## src/rtl/pkt_deframer_pkg.sv

```systemverilog
package pkt_deframer_pkg;

  localparam logic [15:0] CRC_POLY_REFL = 16'hA001;  // 0x8005 bit-reflected

  typedef enum logic [2:0] {
    ST_HUNT,
    ST_LEN,
    ST_BODY,
    ST_CRC,
    ST_FREE
  } dfr_state_e;

  // One byte through the reflected CRC16, LSB first.
  function automatic logic [15:0] crc16_step(input logic [15:0] c, input logic [7:0] d);
    logic [15:0] r;
    r = c;
    for (int i = 0; i < 8; i++) begin
      if (r[0] ^ d[i]) r = (r >> 1) ^ CRC_POLY_REFL;
      else             r = r >> 1;
    end
    return r;
  endfunction

  // Accept the received value against either seed.
  function automatic logic crc_pass(input logic [15:0] rx, input logic [15:0] a,
                                    input logic [15:0] b);
    return (rx == a) || (rx == b);
  endfunction

endpackage

```

## src/rtl/pdf_sop_hunt.sv

```systemverilog
module pdf_sop_hunt (
  input  logic clk,
  input  logic rst_n,
  input  logic enable,
  input  logic framing_en,
  input  logic sym_sop,
  input  logic sym_corr,
  input  logic sym_nocorr,
  output logic found
);
  logic want, other, seen_one;

  always_comb begin
    want  = framing_en ? sym_sop : sym_corr;
    other = (sym_sop | sym_corr | sym_nocorr) & ~want;
    found = enable & want & seen_one;
  end

  always_ff @(posedge clk) begin
    if (!rst_n || !enable) seen_one <= 1'b0;
    else if (want)         seen_one <= ~seen_one;
    else if (other)        seen_one <= 1'b0;
  end
endmodule

```

## src/rtl/pdf_quiet_run.sv

```systemverilog
module pdf_quiet_run #(
  parameter int QW = 8
) (
  input  logic          clk,
  input  logic          rst_n,
  input  logic          active,
  input  logic          hit,
  input  logic          miss,
  input  logic [QW-1:0] limit,
  output logic          ended
);
  logic [QW-1:0] run;
  logic [QW:0]   next_run, lim_eff;

  always_comb begin
    lim_eff  = (limit == '0) ? (QW+1)'(1) : {1'b0, limit};
    next_run = {1'b0, run} + (QW+1)'(1);
    ended    = active & miss & ~hit & (next_run >= lim_eff);
  end

  always_ff @(posedge clk) begin
    if (!rst_n || !active || hit) run <= '0;
    else if (miss)                run <= next_run[QW-1:0];
  end
endmodule

```

## src/rtl/pdf_crc_pair.sv

```systemverilog
module pdf_crc_pair
  import pkt_deframer_pkg::*;
(
  input  logic        clk,
  input  logic        rst_n,
  input  logic        init,
  input  logic [15:0] seed,
  input  logic        feed,
  input  logic [7:0]  data,
  output logic [15:0] crc_cfg,
  output logic [15:0] crc_zero
);
  always_ff @(posedge clk) begin
    if (!rst_n) begin
      crc_cfg  <= '0;
      crc_zero <= '0;
    end else if (init) begin
      crc_cfg  <= seed;
      crc_zero <= '0;
    end else if (feed) begin
      crc_cfg  <= crc16_step(crc_cfg, data);
      crc_zero <= crc16_step(crc_zero, data);
    end
  end
endmodule

```

## src/rtl/pkt_deframer.sv

```systemverilog
module pkt_deframer
  import pkt_deframer_pkg::*;
#(
  parameter int MAX_LEN = 40,
  parameter int QW      = 8,
  localparam int LEN_W  = $clog2(MAX_LEN + 1)
) (
  input  logic          clk,
  input  logic          rst_n,
  input  logic          cfg_framing_en,
  input  logic          cfg_len_en,
  input  logic          cfg_crc_en,
  input  logic [15:0]   cfg_seed,
  input  logic [QW-1:0] cfg_quiet_lim,
  input  logic          sym_sop,
  input  logic          sym_corr,
  input  logic          sym_nocorr,
  input  logic          byte_valid,
  input  logic [7:0]    byte_data,
  output logic          pay_valid,
  output logic [7:0]    pay_data,
  output logic          pkt_done,
  output logic          crc_ok,
  output logic          len_err
);
  dfr_state_e       state;
  logic             in_hunt, counted_mode;
  logic             sop_found, quiet_end;
  logic [15:0]      crc_cfg, crc_zero;
  logic [LEN_W-1:0] len_left, pay_cnt;
  logic [1:0]       hcnt;
  logic [7:0]       h_lo, h_hi, rx_lo;
  logic             crc_idx;
  logic             emit_req, over_len, crc_feed;
  logic [7:0]       emit_data;

  assign in_hunt      = (state == ST_HUNT);
  assign counted_mode = cfg_framing_en & cfg_len_en;

  pdf_sop_hunt u_hunt (
    .clk(clk), .rst_n(rst_n), .enable(in_hunt), .framing_en(cfg_framing_en),
    .sym_sop(sym_sop), .sym_corr(sym_corr), .sym_nocorr(sym_nocorr), .found(sop_found)
  );

  pdf_quiet_run #(.QW(QW)) u_quiet (
    .clk(clk), .rst_n(rst_n), .active(state == ST_FREE), .hit(sym_corr | sym_sop),
    .miss(sym_nocorr), .limit(cfg_quiet_lim), .ended(quiet_end)
  );

  pdf_crc_pair u_crc (
    .clk(clk), .rst_n(rst_n), .init(sop_found), .seed(cfg_seed),
    .feed(crc_feed), .data(emit_data), .crc_cfg(crc_cfg), .crc_zero(crc_zero)
  );

  // Which byte, if any, leaves as payload this cycle.
  always_comb begin
    emit_req  = 1'b0;
    emit_data = byte_data;
    if (state == ST_BODY) begin
      emit_req = byte_valid;
    end else if (state == ST_FREE) begin
      emit_req  = byte_valid & ~quiet_end & (~cfg_crc_en | (hcnt == 2'd2));
      emit_data = cfg_crc_en ? h_lo : byte_data;
    end
    over_len = emit_req & (state == ST_FREE) & (pay_cnt == LEN_W'(MAX_LEN));
    crc_feed = emit_req & ~over_len;
  end

  always_ff @(posedge clk) begin
    if (!rst_n) begin
      state     <= ST_HUNT;
      pay_valid <= 1'b0;
      pay_data  <= '0;
      pkt_done  <= 1'b0;
      crc_ok    <= 1'b0;
      len_err   <= 1'b0;
      len_left  <= '0;
      pay_cnt   <= '0;
      hcnt      <= '0;
      h_lo      <= '0;
      h_hi      <= '0;
      rx_lo     <= '0;
      crc_idx   <= 1'b0;
    end else begin
      pay_valid <= 1'b0;
      pkt_done  <= 1'b0;
      crc_ok    <= 1'b0;
      len_err   <= 1'b0;
      if (crc_feed) begin
        pay_valid <= 1'b1;
        pay_data  <= emit_data;
        pay_cnt   <= pay_cnt + LEN_W'(1);
      end
      case (state)
        ST_HUNT: if (sop_found) begin
          state   <= counted_mode ? ST_LEN : ST_FREE;
          pay_cnt <= '0;
          hcnt    <= '0;
          crc_idx <= 1'b0;
        end
        ST_LEN: if (byte_valid) begin
          if (byte_data > 8'(MAX_LEN)) begin
            len_err <= 1'b1;
            state   <= ST_HUNT;
          end else begin
            len_left <= byte_data[LEN_W-1:0];
            if (byte_data != 8'd0)  state <= ST_BODY;
            else if (cfg_crc_en)    state <= ST_CRC;
            else begin
              pkt_done <= 1'b1;
              state    <= ST_HUNT;
            end
          end
        end
        ST_BODY: if (byte_valid) begin
          len_left <= len_left - LEN_W'(1);
          if (len_left == LEN_W'(1)) begin
            if (cfg_crc_en) state <= ST_CRC;
            else begin
              pkt_done <= 1'b1;
              state    <= ST_HUNT;
            end
          end
        end
        ST_CRC: if (byte_valid) begin
          if (!crc_idx) begin
            rx_lo   <= byte_data;
            crc_idx <= 1'b1;
          end else begin
            pkt_done <= 1'b1;
            crc_ok   <= crc_pass({byte_data, rx_lo}, crc_cfg, crc_zero);
            state    <= ST_HUNT;
          end
        end
        ST_FREE: begin
          if (quiet_end) begin
            pkt_done <= 1'b1;
            crc_ok   <= cfg_crc_en && (hcnt == 2'd2) &&
                        crc_pass({h_hi, h_lo}, crc_cfg, crc_zero);
            state    <= ST_HUNT;
          end else if (over_len) begin
            len_err <= 1'b1;
            state   <= ST_HUNT;
          end else if (byte_valid && cfg_crc_en) begin
            if (hcnt == 2'd2) begin
              h_lo <= h_hi;
              h_hi <= byte_data;
            end else begin
              if (hcnt == 2'd0) h_lo <= byte_data;
              else              h_hi <= byte_data;
              hcnt <= hcnt + 2'd1;
            end
          end
        end
        default: state <= ST_HUNT;
      endcase
    end
  end
endmodule

```

## config.mk

```make
export PLATFORM = sky130hd
export DESIGN_NAME = pkt_deframer
export DESIGN_NICKNAME = d
export VERILOG_FILES = /design/src/rtl/pkt_deframer_pkg.sv /design/src/rtl/pdf_sop_hunt.sv /design/src/rtl/pdf_quiet_run.sv /design/src/rtl/pdf_crc_pair.sv /design/src/rtl/pkt_deframer.sv
export SDC_FILE = /design/constraint.sdc
export NUM_CORES = 1
export LEC_CHECK = 0
export ABC_AREA = 1
export BUFFER_PORTS_ARGS = -buffer_cell sky130_fd_sc_hd__buf_2
export CAP_MARGIN = 5
export CORE_MARGIN = 1.5
export CORE_UTILIZATION = 60
export DETAILED_ROUTE_END_ITERATION = 8
export PLACE_DENSITY_LB_ADDON = 0.05
export REMOVE_ABC_BUFFERS = 1
export SLEW_MARGIN = 20
export SYNTH_ARGS = -nofsm -noshare
export SYNTH_HDL_FRONTEND = slang
export SYNTH_SLANG_ARGS = --single-unit
```

## constraint.sdc

```tcl
create_clock -name clk -period 3.3 [get_ports clk]
set_input_delay 0.66 -clock clk [delete_from_list [all_inputs] [get_ports clk]]
set_output_delay 0.66 -clock clk [all_outputs]
set_load 0.02 [all_outputs]
```

==> impl_metrics.json <==
{
  "outcome": "finished clean",
  "ys_types": 47,
  "globalRoute.totalOverflow": 0,
  "grt_pass1_wl_mm": 29.17,
  "cts_tree": "yes",
  "postLayoutCoreUtil_pct": 68.54,
  "synth_edf_count": 0,
  "drc": 0,
  "netlist_instances": 915,
  "max_freq_mhz": 327.0,
  "ys_dominant_reg_cell": "dfxtp_1",
  "netlist_area_sq_um": 6130,
  "power.density_nw_per_um2": 611.6,
  "finClkSkew_ns": 0.01242,
  "numCtsBuffers": 9,
  "io_pins": 53,
  "htreeDepth": 3,
  "clkSlewWorstSetupHoldPaths_ns": 0.09,
  "crit_path_end_kind": "flop",
  "ant_nets": 0,
  "async_reset_ff_share_pct": 0,
  "synth_compound_area_share_pct": 19.00,
  "ys_ff_latch": 95,
  "wire_per_inst_microns": 16.35,
  "leakagePower_nw": 3.083,
  "placeableCoreArea_sq_um": 9819,
  "holdWs_ns": 0.4726,
  "crit_type": "flop to flop",
  "synth_top_area_share_pct": 31.03,
  "syn_area_per_cell_sq_um": 6.699,
  "grt_pass1_vias": 5982,
  "pre_cts_ws_ns": 0.2183,
  "antenna_found_initial": 0,
  "ys_seq_area_share_pct": 31.03,
  "slew_viol_final": 0,
  "layout.cells.non_filler": 1097,
  "fin_crit_sh_pct": 92.66,
  "finalHoldViolations": 0,
  "vdd_drop_max_uv": 440.4,
  "grt_max_degree": 43,
  "nets": 1016,
  "viasPerCell": 5.787,
  "die-area_sq_um": 10830,
  "vias": 6348,
  "cts_buffer_depth": 2,
  "min_path_type": "flop to flop",
  "die_h_microns": 104.1,
  "routed_wl_mm": 17.94,
  "antenna_cells": 0,
  "place_congestion": 0.9773,
  "cts_root_buffer": "clkbuf_8",
  "layout-drive-gt1-share_pct": 11.72,
  "port_buffers": 52,
  "dieWidth_microns": 104.1,
  "first_pass_iters": 5,
  "start_util_pct": 62.42,
  "yosys_warnings": 0,
  "muxShareOfSynthArea_pct": 0.1633,
  "yosys.area.top_type": "dfxtp_1",
  "fin_ws_ns": 0.2424,
  "worst_setup_path_start_kind": "flop",
  "clk_latency_ns": 0.38,
  "synth_common_cells": "nand2_1 (196), inv_1 (120), dfxtp_1 (95)",
  "dpl.cell_count": 1080,
  "first_iter_violations": 517,
  "cap_violations": 0,
  "synth_xor_area_share_pct": 9.920,
  "dp_hpwl_mm": 13.34,
  "setup_viol": 0,
  "grt_usage_pct": 33.47,
  "area_growth_pct": 9.798,
  "maxSlewHeadroom_pct": 52.50,
  "synth_most_common_cell": "nand2_1",
  "cts_hold_buf": 0,
  "worst-slew-pin-transition_ns": 0.7118,
  "synth_top_family_by_area": "simple AND/OR/NAND/NOR gates",
  "critical_path_peak_fanout": 20,
  "synthSimpleGateAreaFrac_pct": 26.90,
  "synthAdderAreaFrac_pct": 3.266,
  "row_count": 36,
  "cp_data_arrival_time_ns": 3.32,
  "p_total_mw": 4.117,
  "cp.required_ns": 3.56,
  "synthTopCellsByArea": "dfxtp_1 (31%), nand2_1 (12%), inv_1 (7.3%)",
  "numClockSinks": 95,
  "layout_min_cycle_time_ns": 3.058
}
## path summary, 6_finish.rpt
check,cells past startpoint,startpoint,slack (ns),end
max,18,u_quiet.run[0],0.24,u_crc.crc_cfg[2]
max reg2reg,18,u_quiet.run[0],0.24,u_crc.crc_cfg[2]
min,2,pay_data[5],0.47,pay_data[5]
min reg2reg,2,pay_data[5],0.47,pay_data[5]
## power breakdown
part           leakage [nW]  internal, mW  switching (mW)
sequential            0.769          1.30           0.209
clock                0.0862         0.272           0.428
combinational          2.23         0.674            1.23
## critical path, cell delays in order, from the launching register on
cell and delay (ns):
dfxtp_1 0.40, ha_1 0.20, nand3_1 0.13, nor2_2 0.15, nand2_1 0.08, xor2_1 0.16, ha_1 0.32, nand4_1 0.13
nor3_1 0.15, nand2_1 0.07, nand3_1 0.09, nand2_1 0.09, nand2_1 0.07, nand2_1 0.09, nand3_4 0.15, clkinvlp_4 0.18
buf_12 0.19, a21boi_0 0.18, a21oi_1 0.10
## state kept, by name (all words and copies together), names as in the netlist
name	count
len_left	6
h_lo	8
pay_cnt	6
hcnt	2
pkt_done	1
u_quiet.run	8
u_crc.crc_zero	16
state	3
crc_idx	1
len_err	1
u_crc.crc_cfg	16
u_hunt.seen_one	1
crc_ok	1
h_hi	8
pay_valid	1
pay_data	8
rx_lo	8
## per-layer routing
| metal | up-vias | track usage (%) | routed length (microns) |
|---|---|---|---|
| met3 | 58 | 7.644 | 1423 |
| li1 | 3101 | - | - |
| met2 | 293 | 55.39 | 8297 |
| met1 | 2896 | 41.69 | 7500 |
| met5 | - | 0 | 0 |
| met4 | 0 | 14.58 | 716 |
## cell families (layout without fill, tap and decap cells)
family          count (synthesis)  in the layout
buf+inv                       153            202
compound gates                203            203
xor+xnor                       66             66
fa+ha+maj                      16             16
simple gates                  381            381
mux                             1              1
flops                          95             95
## final cells by class
cell class,count,area [sq um]
Fill cell,940,3089
Clock buffer,10,127.6
Tap cell,133,166.4
Sequential cell,95,1902
Clock inverter,6,36.28
Timing Repair Buffer,64,380.4
Multi-Input combinational cell,667,3655
Inverter,122,462.9
## cells in the final DEF (no fill, tap or decap), drive strengths merged, types with 15 or more instances in the layout
master and count:
a21oi 76, buf 63, dfxtp 95, ha 16, inv 121, nand2 207, nand3 55, nand4 15
nor2 75, o21ai 76, xor2 54
## metrics by stage
| step | TNS [ns] | area, sq um |
|---|---|---|
| floorplan | -3.560 | 5993 |
| detailed placement | 0 | 6520 |
| global placement | 0 | 6520 |
| global route | -0.01199 | 6730 |
| finish | 0 | 6730 |
| CTS | 0 | 6684 |
## what timing repair did
item,4_1_cts,5_1_grt
endpoints found under the setup margin,0,32
resized for setup,0,4
buffers inserted,0,0
Power figures use the tool's default switching activity.
